<file path="config.mk">
export PLATFORM = sky130hd
export DESIGN_NAME = tabort_ctrl
export DESIGN_NICKNAME = d
export VERILOG_FILES = /design/src/rtl/tabort_pkg.sv /design/src/rtl/tabort_mode.sv /design/src/rtl/tabort_slot.sv /design/src/rtl/tabort_regif.sv /design/src/rtl/tabort_ctrl.sv
export SDC_FILE = /design/constraint.sdc
export NUM_CORES = 1
export LEC_CHECK = 0
export ABC_AREA = 1
export BUFFER_PORTS_ARGS = -buffer_cell sky130_fd_sc_hd__buf_4
export CORE_MARGIN = 2
export CORE_UTILIZATION = 50
export DETAILED_ROUTE_END_ITERATION = 10
export GPL_TIMING_DRIVEN = 1
export PLACE_DENSITY = 0.84
export SLEW_MARGIN = 20
export SYNTH_ARGS = -nofsm -noshare
export SYNTH_HDL_FRONTEND = slang
export SYNTH_SLANG_ARGS = --single-unit
</file>
<file path="constraint.sdc">
create_clock -name clk -period 3.2 [get_ports clk]
set_clock_uncertainty 0.2 [all_clocks]
set_input_delay 0.64 -clock clk [delete_from_list [all_inputs] [get_ports clk]]
set_output_delay 0.64 -clock clk [all_outputs]
set_load 0.05 [all_outputs]
</file>
<file path="src/rtl/tabort_pkg.sv">
package tabort_pkg;

    localparam int unsigned ADDR_W = 2;

    localparam logic [ADDR_W-1:0] A_EMPTY = 2'd0;
    localparam logic [ADDR_W-1:0] A_IEN   = 2'd1;
    localparam logic [ADDR_W-1:0] A_REQ   = 2'd2;
    localparam logic [ADDR_W-1:0] A_ACK   = 2'd3;

    typedef struct packed {
        logic empty;
        logic ack;
        logic req;
    } slot_t;

    localparam slot_t SLOT_RESET = '{empty: 1'b1, ack: 1'b0, req: 1'b0};

endpackage

</file>
<file path="src/rtl/tabort_mode.sv">
module tabort_mode (
    input  logic init_req,
    input  logic init_ack,
    output logic hold,
    output logic write_ok
);
    // Held in reset only when both handshake halves agree on init mode.
    assign hold     = init_req & init_ack;
    // Writable only once both halves have left init mode.
    assign write_ok = ~init_req & ~init_ack;
endmodule

</file>
<file path="src/rtl/tabort_slot.sv">
module tabort_slot
    import tabort_pkg::*;
(
    input  logic clk,
    input  logic rst_n,
    input  logic sched_wr,
    input  logic abort_wr,
    input  logic hold,
    input  logic busy,
    input  logic end_ok,
    input  logic end_arb,
    input  logic end_err,
    output logic empty,
    output logic ack,
    output logic req
);
    slot_t s_d, s_q;

    logic fin_ok, fin_fail, idle_grant;

    always_comb begin
        s_d        = s_q;
        fin_ok     = end_ok & ~s_q.empty;
        fin_fail   = (end_arb | end_err) & ~end_ok & ~s_q.empty;
        idle_grant = s_q.req & ~s_q.empty & ~busy;

        if (sched_wr && s_q.empty) begin
            s_d.empty = 1'b0;
            s_d.ack   = 1'b0;
        end

        if (abort_wr && !s_q.empty) begin
            s_d.req = 1'b1;
        end

        if (fin_ok) begin
            s_d.empty = 1'b1;
        end else if (fin_fail && s_q.req) begin
            s_d.empty = 1'b1;
            s_d.ack   = 1'b1;
        end else if (idle_grant && !fin_fail) begin
            s_d.empty = 1'b1;
            s_d.ack   = 1'b1;
        end

        if (s_d.empty) begin
            s_d.req = 1'b0;
        end
        if (hold) begin
            s_d.req = 1'b0;
        end
    end

    always_ff @(posedge clk or negedge rst_n) begin
        if (!rst_n) s_q <= SLOT_RESET;
        else        s_q <= s_d;
    end

    assign empty = s_q.empty;
    assign ack   = s_q.ack;
    assign req   = s_q.req;
endmodule

</file>
<file path="src/rtl/tabort_regif.sv">
module tabort_regif
    import tabort_pkg::*;
#(
    parameter int unsigned NBUF = 3,
    parameter int unsigned DW   = 8
) (
    input  logic              clk,
    input  logic              rst_n,
    input  logic              wr,
    input  logic [ADDR_W-1:0] addr,
    input  logic [DW-1:0]     wdata,
    input  logic              write_ok,
    input  logic [NBUF-1:0]   empty,
    input  logic [NBUF-1:0]   req,
    input  logic [NBUF-1:0]   ack,
    output logic [NBUF-1:0]   sched_wr,
    output logic [NBUF-1:0]   abort_wr,
    output logic [NBUF-1:0]   ien,
    output logic [DW-1:0]     rdata
);
    typedef struct packed {
        logic [NBUF-1:0] ien;
    } regs_t;

    regs_t r_d, r_q;

    always_comb begin
        r_d      = r_q;
        sched_wr = '0;
        abort_wr = '0;
        if (wr) begin
            unique case (addr)
                A_EMPTY: sched_wr = wdata[NBUF-1:0];
                A_IEN:   r_d.ien  = wdata[NBUF-1:0];
                A_REQ:   abort_wr = write_ok ? wdata[NBUF-1:0] : '0;
                default: ;
            endcase
        end
    end

    always_ff @(posedge clk or negedge rst_n) begin
        if (!rst_n) r_q <= '0;
        else        r_q <= r_d;
    end

    assign ien = r_q.ien;

    always_comb begin
        rdata = '0;
        unique case (addr)
            A_EMPTY: rdata[NBUF-1:0] = empty;
            A_IEN:   rdata[NBUF-1:0] = r_q.ien;
            A_REQ:   rdata[NBUF-1:0] = req;
            default: rdata[NBUF-1:0] = ack;
        endcase
    end
endmodule

</file>
<file path="src/rtl/tabort_ctrl.sv">
module tabort_ctrl
    import tabort_pkg::*;
#(
    parameter int unsigned NBUF = 3,
    parameter int unsigned DW   = 8
) (
    input  logic              clk,
    input  logic              rst_n,
    input  logic              reg_wr,
    input  logic [ADDR_W-1:0] reg_addr,
    input  logic [DW-1:0]     reg_wdata,
    output logic [DW-1:0]     reg_rdata,
    input  logic              init_req,
    input  logic              init_ack,
    input  logic [NBUF-1:0]   tx_busy,
    input  logic [NBUF-1:0]   tx_ok,
    input  logic [NBUF-1:0]   tx_arb_lost,
    input  logic [NBUF-1:0]   tx_err,
    output logic [NBUF-1:0]   buf_empty,
    output logic              tx_irq
);
    logic            hold, write_ok;
    logic [NBUF-1:0] sched_wr, abort_wr, ien_w;
    logic [NBUF-1:0] empty_w, ack_w, req_w;

    tabort_mode u_mode (
        .init_req (init_req),
        .init_ack (init_ack),
        .hold     (hold),
        .write_ok (write_ok)
    );

    tabort_regif #(.NBUF(NBUF), .DW(DW)) u_regif (
        .clk      (clk),
        .rst_n    (rst_n),
        .wr       (reg_wr),
        .addr     (reg_addr),
        .wdata    (reg_wdata),
        .write_ok (write_ok),
        .empty    (empty_w),
        .req      (req_w),
        .ack      (ack_w),
        .sched_wr (sched_wr),
        .abort_wr (abort_wr),
        .ien      (ien_w),
        .rdata    (reg_rdata)
    );

    for (genvar i = 0; i < NBUF; i++) begin : g_slot
        tabort_slot u_slot (
            .clk      (clk),
            .rst_n    (rst_n),
            .sched_wr (sched_wr[i]),
            .abort_wr (abort_wr[i]),
            .hold     (hold),
            .busy     (tx_busy[i]),
            .end_ok   (tx_ok[i]),
            .end_arb  (tx_arb_lost[i]),
            .end_err  (tx_err[i]),
            .empty    (empty_w[i]),
            .ack      (ack_w[i]),
            .req      (req_w[i])
        );
    end

    assign buf_empty = empty_w;
    assign tx_irq    = |(empty_w & ien_w);
endmodule

</file>
==> impl_metrics.ini <==
[run_status]
status = finished clean

[sta]
final.min_clock_period_ps = 2180
timing.setup.tns_ps = 0
max_clock_freq_ghz = 0.460
unrepaired_setup_endpoints_after_global_routing = false
final_min_period_over_clock_period_pct = 68.0
hold_viol_final = 0
drv_slew = 0
setup_viol = 0

[finish]
design_area_um2 = 1120
final_layout_size_suffix_gt1_share_pct = 34.2
layout.nets = 186
antenna_cells_inserted = 0
layoutNonFillerInstCount = 175
flow.area_growth_from_synthesis_pct = 26.3

[route]
detail-route-antenna-nets = 0
drcViolationCount = 0
drt_pre_antenna_iters = 4
drtIter0Drc = 7
route.vias.total = 824
vias_per_cell = 4.71
wl_per_cell_um = 10.5
drt_wl_total_um = 1840

[synthesis]
postSynthAreaPerCell_um2 = 6.86
synth_ff_type = sky130_fd_sc_hd__dfrtp_1
ys_top_cells_by_count = 38 x sky130_fd_sc_hd__nand2_1, 21 x sky130_fd_sc_hd__inv_1, 10 x sky130_fd_sc_hd__nor2_1
synth_sequential_area_ratio_pct = 34.4
synthDistinctLibCells = 18
synth_enable_flop_cells = 0
syn_inst = 129
synth_warnings = 0
post_synth_main_area_contributors = sky130_fd_sc_hd__dfrtp_1 25%, sky130_fd_sc_hd__nand2_1 16%, sky130_fd_sc_hd__dfstp_2 8.9%, sky130_fd_sc_hd__inv_1 8.9%, sky130_fd_sc_hd__buf_4 6.8%
synth-seq-cells = 12
synth.cell_area_um2 = 885
library_cell_with_the_largest_summed_area_after_synthesis = sky130_fd_sc_hd__dfrtp_1
fraction_of_synthesis_flops_using_an_asynchronous_set_or_reset_pin_pct = 100
synth_top_cell_area_share_pct = 25.5
synthMostInstantiatedCell = sky130_fd_sc_hd__nand2_1

[global_route]
antenna_violations_before_repair = 0
globalRouteOverflowTotal = 0
grt_usage_pct = 20.1
global_route_wire_length_before_repair_um = 2920
number_of_global_route_vias_before_repair = 731
maximum_number_of_pins_on_one_net_before_global_route_repair = 13

[place]
place.detailed.hpwl_um = 1520
placed_cells = 170
gpl.final_weighted_congestion = 0.795
post_detailed_placement_cell_area_um2 = 1070
buffer_ports.inserted = 28

[clocking]
clk_root_buffer_cell = sky130_fd_sc_hd__clkbuf_4
cts_buffers = 3
clock_sinks = 12
clock_tree.htree_level_count = 1
tritoncts_clock_tree = built
cts_resized = 0
path_clk_slew_ps = 80
cts-root-to-sink-buffers = 2
clock_insertion_delay_worst_skew_ps = 280

[worst_setup_path]
data_arrival_critical_path_ps = 1340
setup.worst_path.end_class = primary output
crit_required_ps = 2360
critPathKind = in -> out
crit_path_start_kind = input port
crit_fanout = 7

[power]
vdd_ir_drop_max_v = 0.000259
power_density_nw_per_um2 = 387
power.static_leakage_nw = 0.631

[die]
design.die.area_um2 = 2120
rows = 15
io_pins = 39
core_um2 = 1690
chipWidth_um = 46.1
fp.dieH_um = 46.1
start_util_pct = 52.4

[run]
max_cap_violations = 0

[min_path]
worst_hold_path_type = reg -> reg
[cell families (layout without fill, tap and decap cells)]
group	count (synthesis)	after routing	share of synthesized area, %
flops	12	12	34.4
compound gates	6	6	3.39
simple gates	79	79	45.3
other cells	1	5	0.424
buf+inv	31	56	16.5
[worst max-delay path: stages]
cell and delay [ps]:
sky130_fd_sc_hd__buf_4 150, sky130_fd_sc_hd__nor2_4 170, sky130_fd_sc_hd__nand2_1 80, sky130_fd_sc_hd__nand4_1 100, sky130_fd_sc_hd__buf_4 200
[report_power, final]
part           internal, mW  leakage [nW]  switching [mW]  total, mW
logic                0.0467         0.458          0.0869      0.134
registers             0.164         0.152          0.0122      0.176
clock network        0.0693        0.0210          0.0538      0.123
[cells in the final DEF, fill, tap and decap left out, drive strengths merged]
master	synthesis	final
nand3	11	11
dfstp	3	3
clkbuf	0	4
clkinv	1	1
inv	22	22
buf	8	28
dlygate4sd3	0	1
nor2	15	15
o21ai	6	6
nand4	3	3
nand2	47	47
or2	3	3
conb	1	5
dfrtp	9	9
[area by class of cell]
type | count | area, um^2
inverter | 23 | 86.3
fill | 147 | 572
multi-input combinational | 90 | 449
clock buffer | 4 | 36.3
tap | 17 | 21.3
timing repair buffer | 29 | 220
sequential | 12 | 304
[final timing paths]
kind	cells after the start	slack, ps	end	startpoint
worst max-delay path	5	1020	reg_rdata[1]	reg_addr[0]
worst min-delay path	2	310	g_slot[1].u_slot.ack$_DFF_PN0_	g_slot[1].u_slot.ack$_DFF_PN0_
worst max register to register	6	1890	g_slot[1].u_slot.req$_DFFE_PN0P_	g_slot[1].u_slot.empty$_DFF_PN1_
worst min register to register	2	310	g_slot[1].u_slot.ack$_DFF_PN0_	g_slot[1].u_slot.ack$_DFF_PN0_
max in group asynchronous	2	2040	g_slot[0].u_slot.empty$_DFF_PN1_	rst_n
min in group asynchronous	2	520	g_slot[1].u_slot.ack$_DFF_PN0_	rst_n
[per-layer routing]
metal	track usage, %	share of wire, %	vias up
met4	8.57	1.6	0
met2	35.8	51	20
li1	-	-	433
met5	0	0	-
met1	21.2	43	366
met3	7.06	4.2	5
[registers in the layout, summed over array words and instances, names as in the netlist]
name,count
g_slot.u_slot.empty,3
g_slot.u_slot.ack,3
g_slot.u_slot.req,3
u_regif.ien,3
[per-stage QoR]
stage,worst slack [ps],hold slack [ps],power (mW),utilization (%)
final,1020,306,0.433,66.1
after global routing,953,336,0.457,66.1
after CTS,1010,308,0.437,66.1
after detailed placement,1010,289,0.312,63.4
after global placement,1030,277,0.308,63.4
after floorplan,1060,144,0.269,-
[timing repair]
item | in CTS | in global routing
buffers inserted | 0 | 0
hold endpoints to repair | 9 | 0
hold buffers | 1 | 0
(Power assumes the default switching activity.)
